[src/rtl/chg_pkg.sv]
package chg_pkg;

    typedef enum logic [2:0] {
        ST_SLEEP = 3'd0,
        ST_OFF   = 3'd1,
        ST_PRE   = 3'd2,
        ST_FAST  = 3'd3,
        ST_DONE  = 3'd4,
        ST_FAULT = 3'd5
    } chg_state_e;

    // filter slots
    localparam int FLT_SLEEP = 0;
    localparam int FLT_LOWV  = 1;
    localparam int FLT_TERM  = 2;
    localparam int FLT_RCH   = 3;
    localparam int NUM_FLT   = 4;

endpackage

[src/rtl/chg_sync.sv]
module chg_sync #(
    parameter int            W    = 6,
    parameter logic [W-1:0]  INIT = '0
) (
    input  logic         clk,
    input  logic         rst_n,
    input  logic [W-1:0] d_a,
    output logic [W-1:0] q_s
);
    typedef struct packed {
        logic [W-1:0] m;
        logic [W-1:0] s;
    } sync_t;

    sync_t cur_q, nxt_d;

    always_comb begin
        nxt_d.m = d_a;
        nxt_d.s = cur_q.m;
    end

    always_ff @(posedge clk or negedge rst_n) begin
        if (!rst_n) begin
            cur_q <= '{m: INIT, s: INIT};
        end else begin
            cur_q <= nxt_d;
        end
    end

    assign q_s = cur_q.s;
endmodule

[src/rtl/chg_dglitch.sv]
module chg_dglitch #(
    parameter int DG_TICKS = 375
) (
    input  logic clk,
    input  logic rst_n,
    input  logic tick,
    input  logic raw,
    output logic held
);
    localparam int CW = $clog2(DG_TICKS + 1);
    localparam logic [CW-1:0] LIM = CW'(DG_TICKS);

    logic [CW-1:0] cnt_q, cnt_d;

    always_comb begin
        cnt_d = cnt_q;
        if (!raw) begin
            cnt_d = '0;
        end else if (tick && cnt_q != LIM) begin
            cnt_d = cnt_q + 1'b1;
        end
    end

    always_ff @(posedge clk or negedge rst_n) begin
        if (!rst_n) begin
            cnt_q <= '0;
        end else begin
            cnt_q <= cnt_d;
        end
    end

    assign held = (cnt_q == LIM);
endmodule

[src/rtl/cell_charge_seq.sv]
module cell_charge_seq
    import chg_pkg::*;
#(
    parameter int DG_TICKS  = 375,
    parameter int PRE_TICKS = 1800000,
    parameter int CHG_TICKS = 25200000
) (
    input  logic clk,
    input  logic rst_n,
    input  logic tick_ms,
    input  logic in_above_batt,
    input  logic in_above_uvlo,
    input  logic batt_low,
    input  logic batt_below_rch,
    input  logic chg_term,
    input  logic charge_en_n,
    output logic pre_en,
    output logic fast_en,
    output logic fault_sense_en,
    output logic stat_a,
    output logic stat_b,
    output logic power_good
);
    localparam int TMAX = (PRE_TICKS > CHG_TICKS) ? PRE_TICKS : CHG_TICKS;
    localparam int TW   = $clog2(TMAX + 1);
    localparam logic [TW-1:0] PRE_LIM = TW'(PRE_TICKS);
    localparam logic [TW-1:0] CHG_LIM = TW'(CHG_TICKS);
    localparam int NSYNC = 6;

    typedef struct packed {
        chg_state_e    st;
        logic [TW-1:0] cnt;
        logic          fsense;
    } seq_t;

    // synchronized flags: {ce, term, rch, low, ok, gt}
    logic [NSYNC-1:0] raw_a, flag_s;
    logic gt_s, ok_s, low_s, rch_s, term_s, ce_s;

    assign raw_a = {charge_en_n, chg_term, batt_below_rch, batt_low, in_above_uvlo, in_above_batt};

    chg_sync #(.W(NSYNC), .INIT(6'b100000)) u_sync (
        .clk   (clk),
        .rst_n (rst_n),
        .d_a   (raw_a),
        .q_s   (flag_s)
    );

    assign {ce_s, term_s, rch_s, low_s, ok_s, gt_s} = flag_s;

    seq_t cur_q, nxt_d, start_v;

    logic [NUM_FLT-1:0] flt_in, flt_out;

    always_comb begin
        flt_in            = '0;
        flt_in[FLT_SLEEP] = ~gt_s;
        flt_in[FLT_LOWV]  = low_s  && (cur_q.st == ST_FAST);
        flt_in[FLT_TERM]  = term_s && (cur_q.st == ST_FAST);
        flt_in[FLT_RCH]   = rch_s  && (cur_q.st == ST_DONE);
    end

    for (genvar gi = 0; gi < NUM_FLT; gi++) begin : g_flt
        chg_dglitch #(.DG_TICKS(DG_TICKS)) u_flt (
            .clk   (clk),
            .rst_n (rst_n),
            .tick  (tick_ms),
            .raw   (flt_in[gi]),
            .held  (flt_out[gi])
        );
    end

    always_comb begin
        start_v.st     = low_s ? ST_PRE : ST_FAST;
        start_v.cnt    = '0;
        start_v.fsense = 1'b0;

        nxt_d = cur_q;
        if (!ok_s || flt_out[FLT_SLEEP]) begin
            nxt_d = '{st: ST_SLEEP, cnt: '0, fsense: 1'b0};
        end else if (ce_s) begin
            nxt_d = '{st: ST_OFF, cnt: '0, fsense: 1'b0};
        end else begin
            case (cur_q.st)
                ST_SLEEP, ST_OFF: nxt_d = start_v;
                ST_PRE: begin
                    if (!low_s) begin
                        nxt_d = '{st: ST_FAST, cnt: '0, fsense: 1'b0};
                    end else if (cur_q.cnt >= PRE_LIM) begin
                        nxt_d = '{st: ST_FAULT, cnt: '0, fsense: rch_s};
                    end else if (tick_ms) begin
                        nxt_d.cnt = cur_q.cnt + 1'b1;
                    end
                end
                ST_FAST: begin
                    if (flt_out[FLT_LOWV]) begin
                        nxt_d = '{st: ST_PRE, cnt: '0, fsense: 1'b0};
                    end else if (flt_out[FLT_TERM]) begin
                        nxt_d = '{st: ST_DONE, cnt: '0, fsense: 1'b0};
                    end else if (cur_q.cnt >= CHG_LIM) begin
                        nxt_d = '{st: ST_FAULT, cnt: '0, fsense: rch_s};
                    end else if (tick_ms) begin
                        nxt_d.cnt = cur_q.cnt + 1'b1;
                    end
                end
                ST_DONE: begin
                    if (flt_out[FLT_RCH]) begin
                        nxt_d = start_v;
                    end
                end
                ST_FAULT: begin
                    if (cur_q.fsense) begin
                        if (!rch_s) nxt_d.fsense = 1'b0;
                    end else if (rch_s) begin
                        nxt_d = start_v;
                    end
                end
                default: nxt_d = '{st: ST_SLEEP, cnt: '0, fsense: 1'b0};
            endcase
        end
    end

    always_ff @(posedge clk or negedge rst_n) begin
        if (!rst_n) begin
            cur_q <= '{st: ST_SLEEP, cnt: '0, fsense: 1'b0};
        end else begin
            cur_q <= nxt_d;
        end
    end

    assign pre_en         = (cur_q.st == ST_PRE);
    assign fast_en        = (cur_q.st == ST_FAST);
    assign fault_sense_en = (cur_q.st == ST_FAULT) && cur_q.fsense;
    assign stat_a         = (cur_q.st == ST_PRE) || (cur_q.st == ST_FAST);
    assign stat_b         = (cur_q.st == ST_PRE) || (cur_q.st == ST_DONE);
    assign power_good     = (cur_q.st != ST_SLEEP);
endmodule

[config.mk]
export PLATFORM = sky130hd
export DESIGN_NAME = cell_charge_seq
export DESIGN_NICKNAME = d
export VERILOG_FILES = /design/src/rtl/chg_pkg.sv /design/src/rtl/chg_sync.sv /design/src/rtl/chg_dglitch.sv /design/src/rtl/cell_charge_seq.sv
export SDC_FILE = /design/constraint.sdc
export NUM_CORES = 1
export LEC_CHECK = 0
export BUFFER_PORTS_ARGS = -buffer_cell sky130_fd_sc_hd__buf_2
export CAP_MARGIN = 30
export CORE_MARGIN = 4
export CORE_UTILIZATION = 50
export CTS_CLUSTER_DIAMETER = 100
export DETAILED_ROUTE_END_ITERATION = 6
export GPL_TIMING_DRIVEN = 0
export PLACE_DENSITY_LB_ADDON = 0.3
export SETUP_SLACK_MARGIN = 0.2
export SYNTH_ARGS = -nofsm -noshare
export SYNTH_HDL_FRONTEND = slang
export SYNTH_HIERARCHICAL = 1
export SYNTH_SLANG_ARGS = --single-unit
[constraint.sdc]
create_clock -name clk -period 2.7 [get_ports clk]
set_input_delay 0.135 -clock clk [delete_from_list [all_inputs] [get_ports clk]]
set_output_delay 0.135 -clock clk [all_outputs]
set_load 0.02 [all_outputs]
==> impl_metrics.json, run 1 <==
{
  "outcome": "complete, no violations",
  "drt-pass1-iter-count": 4,
  "htreeDepth": 3,
  "cp_top_family": "simple AND/OR/NAND/NOR gates",
  "ys_warn_count": 6,
  "die_width_um": 100,
  "cts_buffers": 9,
  "syn_avg_cell_area_um2": 9.94,
  "sequentialPowerShare_pct": 52.6,
  "die_y_um": 100,
  "cts_sinks": 77,
  "antenna_found_initial": 0,
  "required_ns": 2.99,
  "vias_per_cell": 5.79,
  "cts_tree": "built",
  "period_share_pct": 91.4,
  "power_density_nw_per_um2": 463,
  "slew_violations": 0,
  "synth.largest_area_cell": "dfrtp_1",
  "area_growth_pct": 13.7,
  "initial_utilization_pct": 51.7,
  "synth_top_area_share_pct": 44.0,
  "finish.utilization_pct": 58.7,
  "layout-drive-gt1-share_pct": 19.1,
  "drv_cap": 0,
  "p_leak_nw": 2.03,
  "max_slew.worst_pin.slew_ns": 0.707,
  "grt_use_total_pct": 18.9,
  "die_area_um2": 10100,
  "path_buf_inv": 1,
  "grt_max_degree": 51,
  "path_max_fanout": 6,
  "setup_violations": 0,
  "hold_viol": 0,
  "dp_hpwl_um": 6180,
  "fmax_ghz": 0.405,
  "synthFlopType": "dfrtp_1",
  "syn_inst": 429,
  "port_buffers": 14,
  "finClkSkew_ns": 0.0201,
  "grt_setup_unrepaired": "yes",
  "clk_latency_ns": 0.37,
  "place_ws_ns": -0.0392,
  "drt-initial-drc-count": 175,
  "final_common_cell": "dfrtp_1",
  "fin_ws_ns": 0.233,
  "hold_class": "in2async",
  "ant_nets": 0,
  "grt-ovfl-total": 0,
  "core-area_um2": 8260,
  "num_antenna_cells": 0,
  "vias": 3338,
  "finalWirelength_um": 8760,
  "peakVddDrop_v": 0.000292,
  "fin_nets": 482,
  "synthTopCellsByArea": "dfrtp_1 44%, nand2_1 4.1%, mux2i_1 4.0%, nand2b_1 3.2%, nand3_1 3.2%",
  "p_switching_w": 0.000576,
  "syn-num-nets": 444,
  "crit_arrival_ns": 2.75,
  "critPathSlowestCell": "nor4_4",
  "nFillCells": 699,
  "first_global_vias": 3294,
  "ios": 15,
  "post_drt_wl_per_cell_um": 15.2,
  "worst_setup_path_end_kind": "flop",
  "power.share.clock_pct": 39.9,
  "critPathKind": "reg2reg",
  "combPwrFrac_pct": 7.6,
  "path_cells": "ha_2 -> nand2b_1 -> nor3_4 -> or3b_4 -> a2111oi_4 -> buf_4 -> nor4_4 -> nand2_2 -> or3_1 -> a21oi_1",
  "place_congestion": 0.877,
  "netlist_area_um2": 4270,
  "drc": 0,
  "ys_seq_elements": 77,
  "final_cell_mix": "73 x dfrtp_1, 47 x nand2_1, 27 x nand3_1, 25 x nor2_1, 22 x nand2b_1",
  "ctsRootBufferMaster": "clkbuf_8",
  "clockBufferDepth": 2,
  "synth_cell_types": 59,
  "rows": 33,
  "switching_share_pct": 25.7,
  "relSlewSlack_pct": 52.5,
  "slowest_delay_ns": 0.46,
  "grt_pass1_wl_um": 15400,
  "post-route-min-period_ns": 2.47,
  "worstSetupStartpointType": "flop",
  "async_reset_ff_share_pct": 100,
  "synth_edf_count": 0,
  "seq_area_frac_synth_pct": 45.2,
  "p_int_w": 0.00167,
  "rrSetupSlack_ns": 0.23,
  "clk_pin_slew_worst_paths_ns": 0.08
}
worst paths after layout:
check,endpoint,cells past startpoint,start
min in group clk,g_flt[2].u_flt/cnt_q[2]$_DFFE_PN0P_,3,tick_ms
max,cur_q[22]$_DFFE_PN0P_,10,g_flt[0].u_flt/cnt_q[0]$_DFFE_PN0P_
min,cur_q[19]$_DFFE_PN0P_,2,rst_n
max reg2reg,cur_q[22]$_DFFE_PN0P_,10,g_flt[0].u_flt/cnt_q[0]$_DFFE_PN0P_
max in group asynchronous,u_sync/q_s[5]$_DFF_PN1_,3,rst_n
min reg2reg,u_sync/q_s[2]$_DFF_PN0_,0,u_sync/cur_q[8]$_DFF_PN0_
cells by family (layout without fill, tap and decap cells):
logic type | count (synthesis) | in the layout | share of synthesized area, %
xor+xnor | 23 | 23 | 4.72
flops | 77 | 77 | 45.2
compound gates | 64 | 64 | 12.2
buf+inv | 36 | 79 | 4.96
mux | 17 | 17 | 3.99
fa+ha+maj | 6 | 6 | 1.76
simple gates | 206 | 206 | 27.1
routing by layer:
metal | vias up | global-route usage (%) | wire length, µm | part of all wire, %
li1 | 1630 | - | - | -
met1 | 1641 | 24.2 | 3980 | 45
met2 | 57 | 30.7 | 4300 | 49
met3 | 10 | 4.86 | 359 | 4.1
met4 | 0 | 6.94 | 119 | 1.4
met5 | - | 0 | 0 | 0
timing repair:
item	CTS	global route
pin swaps	2	10
resized for setup	3	8
setup endpoints to repair	25	28
hold endpoints to repair	33	0
cloned	0	0
hold buffers	7	0
setup buffers	1	4
power by group through the flow:
stage | logic, W | registers, W | clock network, W
after floorplan | 0.0000912 | 0.00120 | 0
after global placement | 0.000150 | 0.00120 | 0
after detailed placement | 0.000160 | 0.00120 | 0
after CTS | 0.000168 | 0.00118 | 0.000916
after global routing | 0.000190 | 0.00118 | 0.000962
final | 0.000170 | 0.00118 | 0.000896
sequential cells by signal (all words and copies together), names as in the netlist:
| signal | flops |
|---|---|
| u_sync/cur_q | 6 |
| u_sync/q_s | 6 |
| g_flt.u_flt/cnt_q | 36 |
| cur_q | 29 |
synthesized netlist by cell type (2+ instances only):
cell type	count
a211o_1	2
a21boi_0	4
a21boi_1	4
a21o_1	3
a21o_2	5
a21oi_1	5
a31o_2	2
a31oi_1	3
and2_1	4
and3_1	3
and4_2	4
buf_2	3
buf_4	8
buf_6	3
clkbuf_1	4
clkbuf_8	2
dfrtp_1	75
dfstp_2	2
ha_1	6
inv_1	16
mux2i_1	17
nand2_1	47
nand2b_1	22
nand3_1	27
nand3_2	2
nand4_1	16
nand4b_1	5
nor2_1	25
nor2b_1	2
nor3_1	16
nor4_1	4
nor4_2	3
nor4b_1	3
o211a_1	4
o21ai_0	10
o311ai_0	8
o31a_2	4
o41ai_1	5
or2b_1	2
or3_1	9
xnor2_1	9
xor2_1	14
area by class of cell:
class,count,area [µm²],share of cell area (%)
clock inverters,6,71.3,1.47
multi-input cells,316,2170,44.7
repair buffers,27,208,4.28
plain buffers,20,151,3.12
clock buffers,10,128,2.63
flip-flops and latches,77,1930,39.8
well taps,105,131,2.71
inverters,16,60.1,1.24
per-stage QoR:
stage | cell area, µm² | cells | power, W | setup TNS [ns] | hold WS [ns]
final | 4850 | 577 | 0.00225 | 0 | 0.251
after global placement | 4470 | 548 | 0.00135 | 0 | 0.240
after floorplan | 4270 | 429 | 0.00129 | 0 | -0.161
after detailed placement | 4500 | 549 | 0.00136 | -0.0535 | 0.0864
after CTS | 4790 | 573 | 0.00226 | 0 | 0.252
after global routing | 4850 | 577 | 0.00233 | 0 | 0.269
Note: power is estimated with default switching activity, not from simulation.
==> inputs of run 2 (changes only) <==
==> constraint.sdc (replaced) <==
create_clock -name clk -period 2.7 [get_ports clk]
set_input_delay 0.405 -clock clk [delete_from_list [all_inputs] [get_ports clk]]
set_output_delay 0.405 -clock clk [all_outputs]
set_load 0.02 [all_outputs]
==> run 2 against run 1 <==
Core utilization fell by 0.73 points. Setup slack improved by 0.0024 ns. Count of clock-buffer cells in the layout did not move. Fmax barely moved. Sequential share of layout area rose by 0.50 points. Combinational power fell by 4%. Clock skew barely moved. Clock power rose by 0.9%. Flip-flop and latch count did not move. Sequential power barely moved. Largest cell class unchanged. Largest power group unchanged.
==> impl_metrics.json, run 2 (same netlist as run 1, synthesis figures left out) <==
{
  "outcome": "complete, no violations",
  "slew_violations": 0,
  "post-route-min-period_ns": 2.47,
  "max_slew.worst_pin.slew_ns": 0.708,
  "ios": 15,
  "worstSetupStartpointType": "flop",
  "slowest_delay_ns": 0.46,
  "core-area_um2": 8260,
  "final_common_cell": "dfrtp_1",
  "die_y_um": 100,
  "ctsRootBufferMaster": "clkbuf_8",
  "vias": 3324,
  "hold_class": "in2reg",
  "clk_latency_ns": 0.37,
  "place_congestion": 0.877,
  "final_cell_mix": "73 x dfrtp_1, 47 x nand2_1, 27 x nand3_1, 25 x nor2_1, 22 x nand2b_1",
  "htreeDepth": 3,
  "port_buffers": 14,
  "dp_hpwl_um": 6180,
  "worst_setup_path_end_kind": "flop",
  "first_global_vias": 3259,
  "crit_arrival_ns": 2.75,
  "hold_viol": 0,
  "power_density_nw_per_um2": 469,
  "cts_tree": "built",
  "initial_utilization_pct": 51.7,
  "critPathSlowestCell": "nor4_4",
  "grt_use_total_pct": 18.8,
  "relSlewSlack_pct": 52.4,
  "critPathKind": "reg2reg",
  "grt-ovfl-total": 0,
  "antenna_found_initial": 0,
  "grt_max_degree": 51,
  "setup_violations": 0,
  "drt-pass1-iter-count": 4,
  "area_growth_pct": 12.3,
  "drt-initial-drc-count": 208,
  "die_area_um2": 10100,
  "clockBufferDepth": 2,
  "drv_cap": 0,
  "finalWirelength_um": 8830,
  "fmax_ghz": 0.406,
  "finClkSkew_ns": 0.0204,
  "die_width_um": 100,
  "post_drt_wl_per_cell_um": 15.5,
  "drc": 0,
  "rrSetupSlack_ns": 0.23,
  "clk_pin_slew_worst_paths_ns": 0.09,
  "tns_ns": 0,
  "grt_setup_unrepaired": "yes",
  "period_share_pct": 91.3,
  "finish.utilization_pct": 58.0,
  "peakVddDrop_v": 0.000289,
  "layout-drive-gt1-share_pct": 19.3,
  "fin_ws_ns": 0.235,
  "cts_sinks": 77,
  "path_max_fanout": 6,
  "p_leak_nw": 2.01,
  "reg_top3": "g_flt.u_flt/cnt_q: 36 flops, cur_q: 29 flops",
  "num_antenna_cells": 0,
  "largest_reg_flops": 36,
  "place_ws_ns": -0.0392,
  "vias_per_cell": 5.82,
  "cts_buffers": 9,
  "regMostFlops": "g_flt.u_flt/cnt_q",
  "path_cells": "nand4b_1 -> nor3_4 -> or3b_4 -> a2111oi_4 -> buf_4 -> nor4_4 -> nand2_2 -> or3_1 -> a21oi_1",
  "rows": 33,
  "grt_pass1_wl_um": 15300,
  "fin_nets": 476,
  "required_ns": 2.99,
  "ant_nets": 0
}
## run 2: power breakdown
part / internal, W / switching [W]
clock network: 0.000434 / 0.000471
logic: 0.0000607 / 0.000103
registers: 0.00117 / 0.0000109
total: 0.00166 / 0.000584
## run 2: critical path, delay by kind of cell, from the launching register on
family | cells | cell delay [ns]
AOI/OAI and AO/OA | 2 | 0.16
buffers and inverters | 1 | 0.16
DFF | 1 | 0.42
and+or+nand+nor | 6 | 1.65
## run 2: path summary, 6_finish.rpt
path                       cells after the start                                 from                          to
setup / recovery                               9  g_flt[0].u_flt/cnt_q[3]$_DFFE_PN0P_       cur_q[22]$_DFFE_PN0P_
hold / removal                                 1                          charge_en_n  u_sync/cur_q[11]$_DFF_PN1_
setup reg to reg                               9  g_flt[0].u_flt/cnt_q[3]$_DFFE_PN0P_       cur_q[22]$_DFFE_PN0P_
hold reg to reg                                0           u_sync/cur_q[10]$_DFF_PN0_     u_sync/q_s[4]$_DFF_PN0_
max in group asynchronous                      3                                rst_n     u_sync/q_s[5]$_DFF_PN1_
min in group asynchronous                      2                                rst_n   u_sync/cur_q[7]$_DFF_PN0_
## run 2: layer usage
layer | track usage (%) | share of wire, % | wire length [µm] | vias to the layer above
met5 | 0 | 0 | 0 | -
met4 | 6.74 | 1.3 | 116 | 0
met3 | 4.86 | 3.6 | 315 | 9
met2 | 30.6 | 49 | 4330 | 55
met1 | 24.2 | 46 | 4070 | 1641
li1 | - | - | - | 1619
## run 2: cell type report
class	count	area, µm²
repair buffers	21	148
plain buffers	20	151
multi-input cells	316	2170
flip-flops and latches	77	1930
clock buffers	10	128
well taps	105	131
fillers	703	3470
inverters	16	60.1
clock inverters	6	71.3
## run 2: through the flow
stage / instance area [µm²] / std cells / hold WS [ns] / power [W]
after floorplan: 4270 / 429 / 0.109 / 0.00129
final: 4790 / 571 / 0.123 / 0.00225
after global placement: 4470 / 548 / 0.335 / 0.00135
after CTS: 4730 / 567 / 0.112 / 0.00226
after detailed placement: 4500 / 549 / 0.336 / 0.00136
after global routing: 4790 / 571 / 0.101 / 0.00233
## run 2: repair_timing
item                       in CTS  in global routing
gates resized for setup         3                  8
hold buffers                    1                  0
pin swaps                       2                 10
hold endpoints to repair       26                  0
buffers inserted                1                  4
setup endpoints to repair      25                 28
==> inputs of run 3 (changes only) <==
CORE_UTILIZATION = 33   (was 50)
MAX_ROUTING_LAYER = met4   (was not set)
SYNTH_HIERARCHICAL = not set   (was 1)
==> run 3 against run 2 <==
Sequential share of layout area grew 0.36 points. Highest routed layer unchanged. Design area fell by 0.94%. Clock power rose by 25%. Clock skew fell by 0.013 ns. Sequential power is essentially flat. Routed wire length rose by 7.6%. First-iteration DRC count shrank 4.8%.
==> impl_metrics.json, run 3 <==
{
  "relSlewSlack_pct": 55.9,
  "die_width_um": 120,
  "grt_pass1_wl_um": 16400,
  "syn_inst": 438,
  "cp-startpoint": "cur_q[22]$_DFFE_PN0P_",
  "peakVddDrop_v": 0.000436,
  "power.share.clock_pct": 45.9,
  "p_switching_w": 0.000617,
  "setup_violations": 0,
  "reg2reg_depth": 7,
  "slowest_delay_ns": 0.54,
  "dp_hpwl_um": 6540,
  "switching_share_pct": 25.0,
  "nFillCells": 1237,
  "path_cells": "or4_1 -> nor4_2 -> nand4_1 -> a32o_2 -> buf_6 -> a21oi_2 -> mux2i_1",
  "synthFlopType": "dfrtp_1",
  "critPathKind": "reg2reg",
  "drc": 0,
  "rrSetupSlack_ns": 0.37,
  "port_buffers": 14,
  "ys_seq_elements": 77,
  "worst_setup_path_end_kind": "flop",
  "ctsRootBufferMaster": "clkbuf_16",
  "synth_cell_types": 58,
  "p_int_w": 0.00185,
  "die_y_um": 120,
  "first_global_vias": 3315,
  "grt_setup_unrepaired": "yes",
  "regMostFlops": "g_flt.u_flt.cnt_q",
  "final_common_cell": "dfrtp_1",
  "htreeDepth": 3,
  "rows": 40,
  "initial_utilization_pct": 34.0,
  "ant_nets": 0,
  "r2r-start": "cur_q[22]$_DFFE_PN0P_",
  "cts_buffers": 9,
  "power_density_nw_per_um2": 520,
  "path_buf_inv": 1,
  "fmax_ghz": 0.429,
  "place_congestion": 0.866,
  "post_drt_wl_per_cell_um": 14.9,
  "slew_violations": 0,
  "synth_edf_count": 0,
  "core-area_um2": 12100,
  "vias_per_cell": 5.32,
  "clk_latency_ns": 0.34,
  "synthTopCellsByArea": "dfrtp_1 46%, nand2_1 4.7%, nor2_1 4.7%, xor2_1 4.5%, nand4_1 4.4%",
  "clk_pin_slew_worst_paths_ns": 0.06,
  "ios": 15,
  "layout-drive-gt1-share_pct": 13.6,
  "ys_warn_count": 0,
  "p_leak_nw": 1.90,
  "tns_ns": 0,
  "cp_top_family": "simple AND/OR/NAND/NOR gates",
  "synth.most_common_cell": "dfrtp_1",
  "critPathSlowestCell": "or4_1",
  "syn_avg_cell_area_um2": 9.40,
  "seq_area_frac_synth_pct": 46.9,
  "path_max_fanout": 10,
  "drt-pass1-iter-count": 5,
  "hold_viol": 0,
  "reg_top3": "g_flt.u_flt.cnt_q: 36 flops, cur_q: 29 flops",
  "area_growth_pct": 15.3,
  "synth_top_area_share_pct": 45.6,
  "synth.largest_area_cell": "dfrtp_1",
  "largest_reg_flops": 36,
  "hold_class": "in2reg",
  "required_ns": 2.96,
  "finalWirelength_um": 9500,
  "final_cell_mix": "74 x dfrtp_1, 52 x nand2_1, 52 x nor2_1, 29 x nand4_1, 24 x nand3_1",
  "die_area_um2": 14300,
  "post-route-min-period_ns": 2.33,
  "fin_nets": 480,
  "antenna_found_initial": 0,
  "outcome": "complete, no violations",
  "period_share_pct": 86.4,
  "synthTopCellsByCount": "75 x dfrtp_1, 52 x nand2_1, 52 x nor2_1, 29 x nand4_1, 24 x nand3_1",
  "cts_tree": "built",
  "vias": 3394,
  "grt_use_total_pct": 14.5,
  "num_antenna_cells": 0,
  "path_depth": 7,
  "drv_cap": 0,
  "crit_arrival_ns": 2.59,
  "async_reset_ff_share_pct": 100,
  "finClkSkew_ns": 0.00722,
  "finish.utilization_pct": 39.2,
  "grt_max_degree": 57,
  "netlist_area_um2": 4120,
  "max_slew.worst_pin.slew_ns": 0.656,
  "drt-initial-drc-count": 198,
  "crit_end": "cur_q[26]$_DFFE_PN0P_",
  "cts_sinks": 77,
  "post_cts_buffers": 0,
  "combPwrFrac_pct": 6.2,
  "r2r_end": "cur_q[26]$_DFFE_PN0P_",
  "syn-num-nets": 453,
  "worstSetupStartpointType": "flop",
  "clockBufferDepth": 2,
  "grt-ovfl-total": 0,
  "sequentialPowerShare_pct": 47.9
}
run 3: kinds of logic (layout without fill, tap and decap cells):
family / count (synthesis) / count (layout) / share of synthesized area [%]
AND/OR/NAND/NOR: 219 / 219 / 27.2
flip-flops: 77 / 77 / 46.9
AO/OA/AOI/OAI: 71 / 71 / 13.3
buffers and inverters: 32 / 64 / 3.62
XOR/XNOR: 28 / 28 / 5.96
adder cells (fa/ha/maj): 6 / 6 / 1.82
multiplexers: 5 / 5 / 1.22
run 3: layout make-up:
cell class	instances	area [µm²]	area share [%]
Inverter	11	41.3	0.870
Tap cell	168	210	4.43
Clock buffer	10	229	4.83
Multi-Input combinational cell	329	2060	43.3
Clock inverter	6	46.3	0.976
Timing Repair Buffer	16	110	2.32
Sequential cell	77	1930	40.7
Buffer	21	121	2.56
run 3: routing by layer:
layer | routed length, µm | track usage, %
met5 | 0 | -
met4 | 101 | 4.94
met3 | 475 | 3.53
met2 | 4310 | 22.0
met1 | 4610 | 19.0
run 3: stage by stage:
stage / worst slack, ns / hold WS, ns / total power (W) / cell area (µm²) / std cells
after detailed placement: 0.0317 / 0.329 / 0.00135 / 4430 / 621
after floorplan: 0.561 / 0.109 / 0.00128 / 4120 / 438
after CTS: 0.197 / 0.152 / 0.00250 / 4710 / 638
final: 0.368 / 0.161 / 0.00247 / 4740 / 638
after global routing: 0.197 / 0.157 / 0.00256 / 4740 / 638
after global placement: 0.0713 / 0.332 / 0.00134 / 4400 / 620
run 3: worst min path at each step:
stage                               from                    endpoint  slack [ns]  depth (start not counted)
2_1_floorplan                      rst_n        cur_q[0]$_DFFE_PN0P_        0.11                          0
3_3_place_gp   u_sync.cur_q[8]$_DFF_PN0_     u_sync.q_s[2]$_DFF_PN0_        0.33                          0
3_5_place_dp                       rst_n        cur_q[5]$_DFFE_PN0P_        0.33                          1
4_1_cts                      charge_en_n  u_sync.cur_q[11]$_DFF_PN1_        0.15                          1
5_1_grt                   batt_below_rch   u_sync.cur_q[9]$_DFF_PN0_        0.16                          1
6_report                     charge_en_n  u_sync.cur_q[11]$_DFF_PN1_        0.16                          1
run 3: power groups by stage:
| stage | sequential [W] | clock (W) | combinational [W] |
|---|---|---|---|
| CTS | 0.00118 | 0.00116 | 0.000153 |
| detailed placement | 0.00120 | 0 | 0.000150 |
| global placement | 0.00120 | 0 | 0.000142 |
| floorplan | 0.00120 | 0 | 0.0000822 |
| finish | 0.00118 | 0.00113 | 0.000152 |
| global route | 0.00118 | 0.00121 | 0.000169 |
run 3: repair_timing:
item | in CTS | in global routing
setup endpoints to repair | 20 | 25
hold buffers | 1 | 0
gates resized for setup | 3 | 13
pin swaps | 0 | 0
endpoints found under the hold margin | 21 | 0
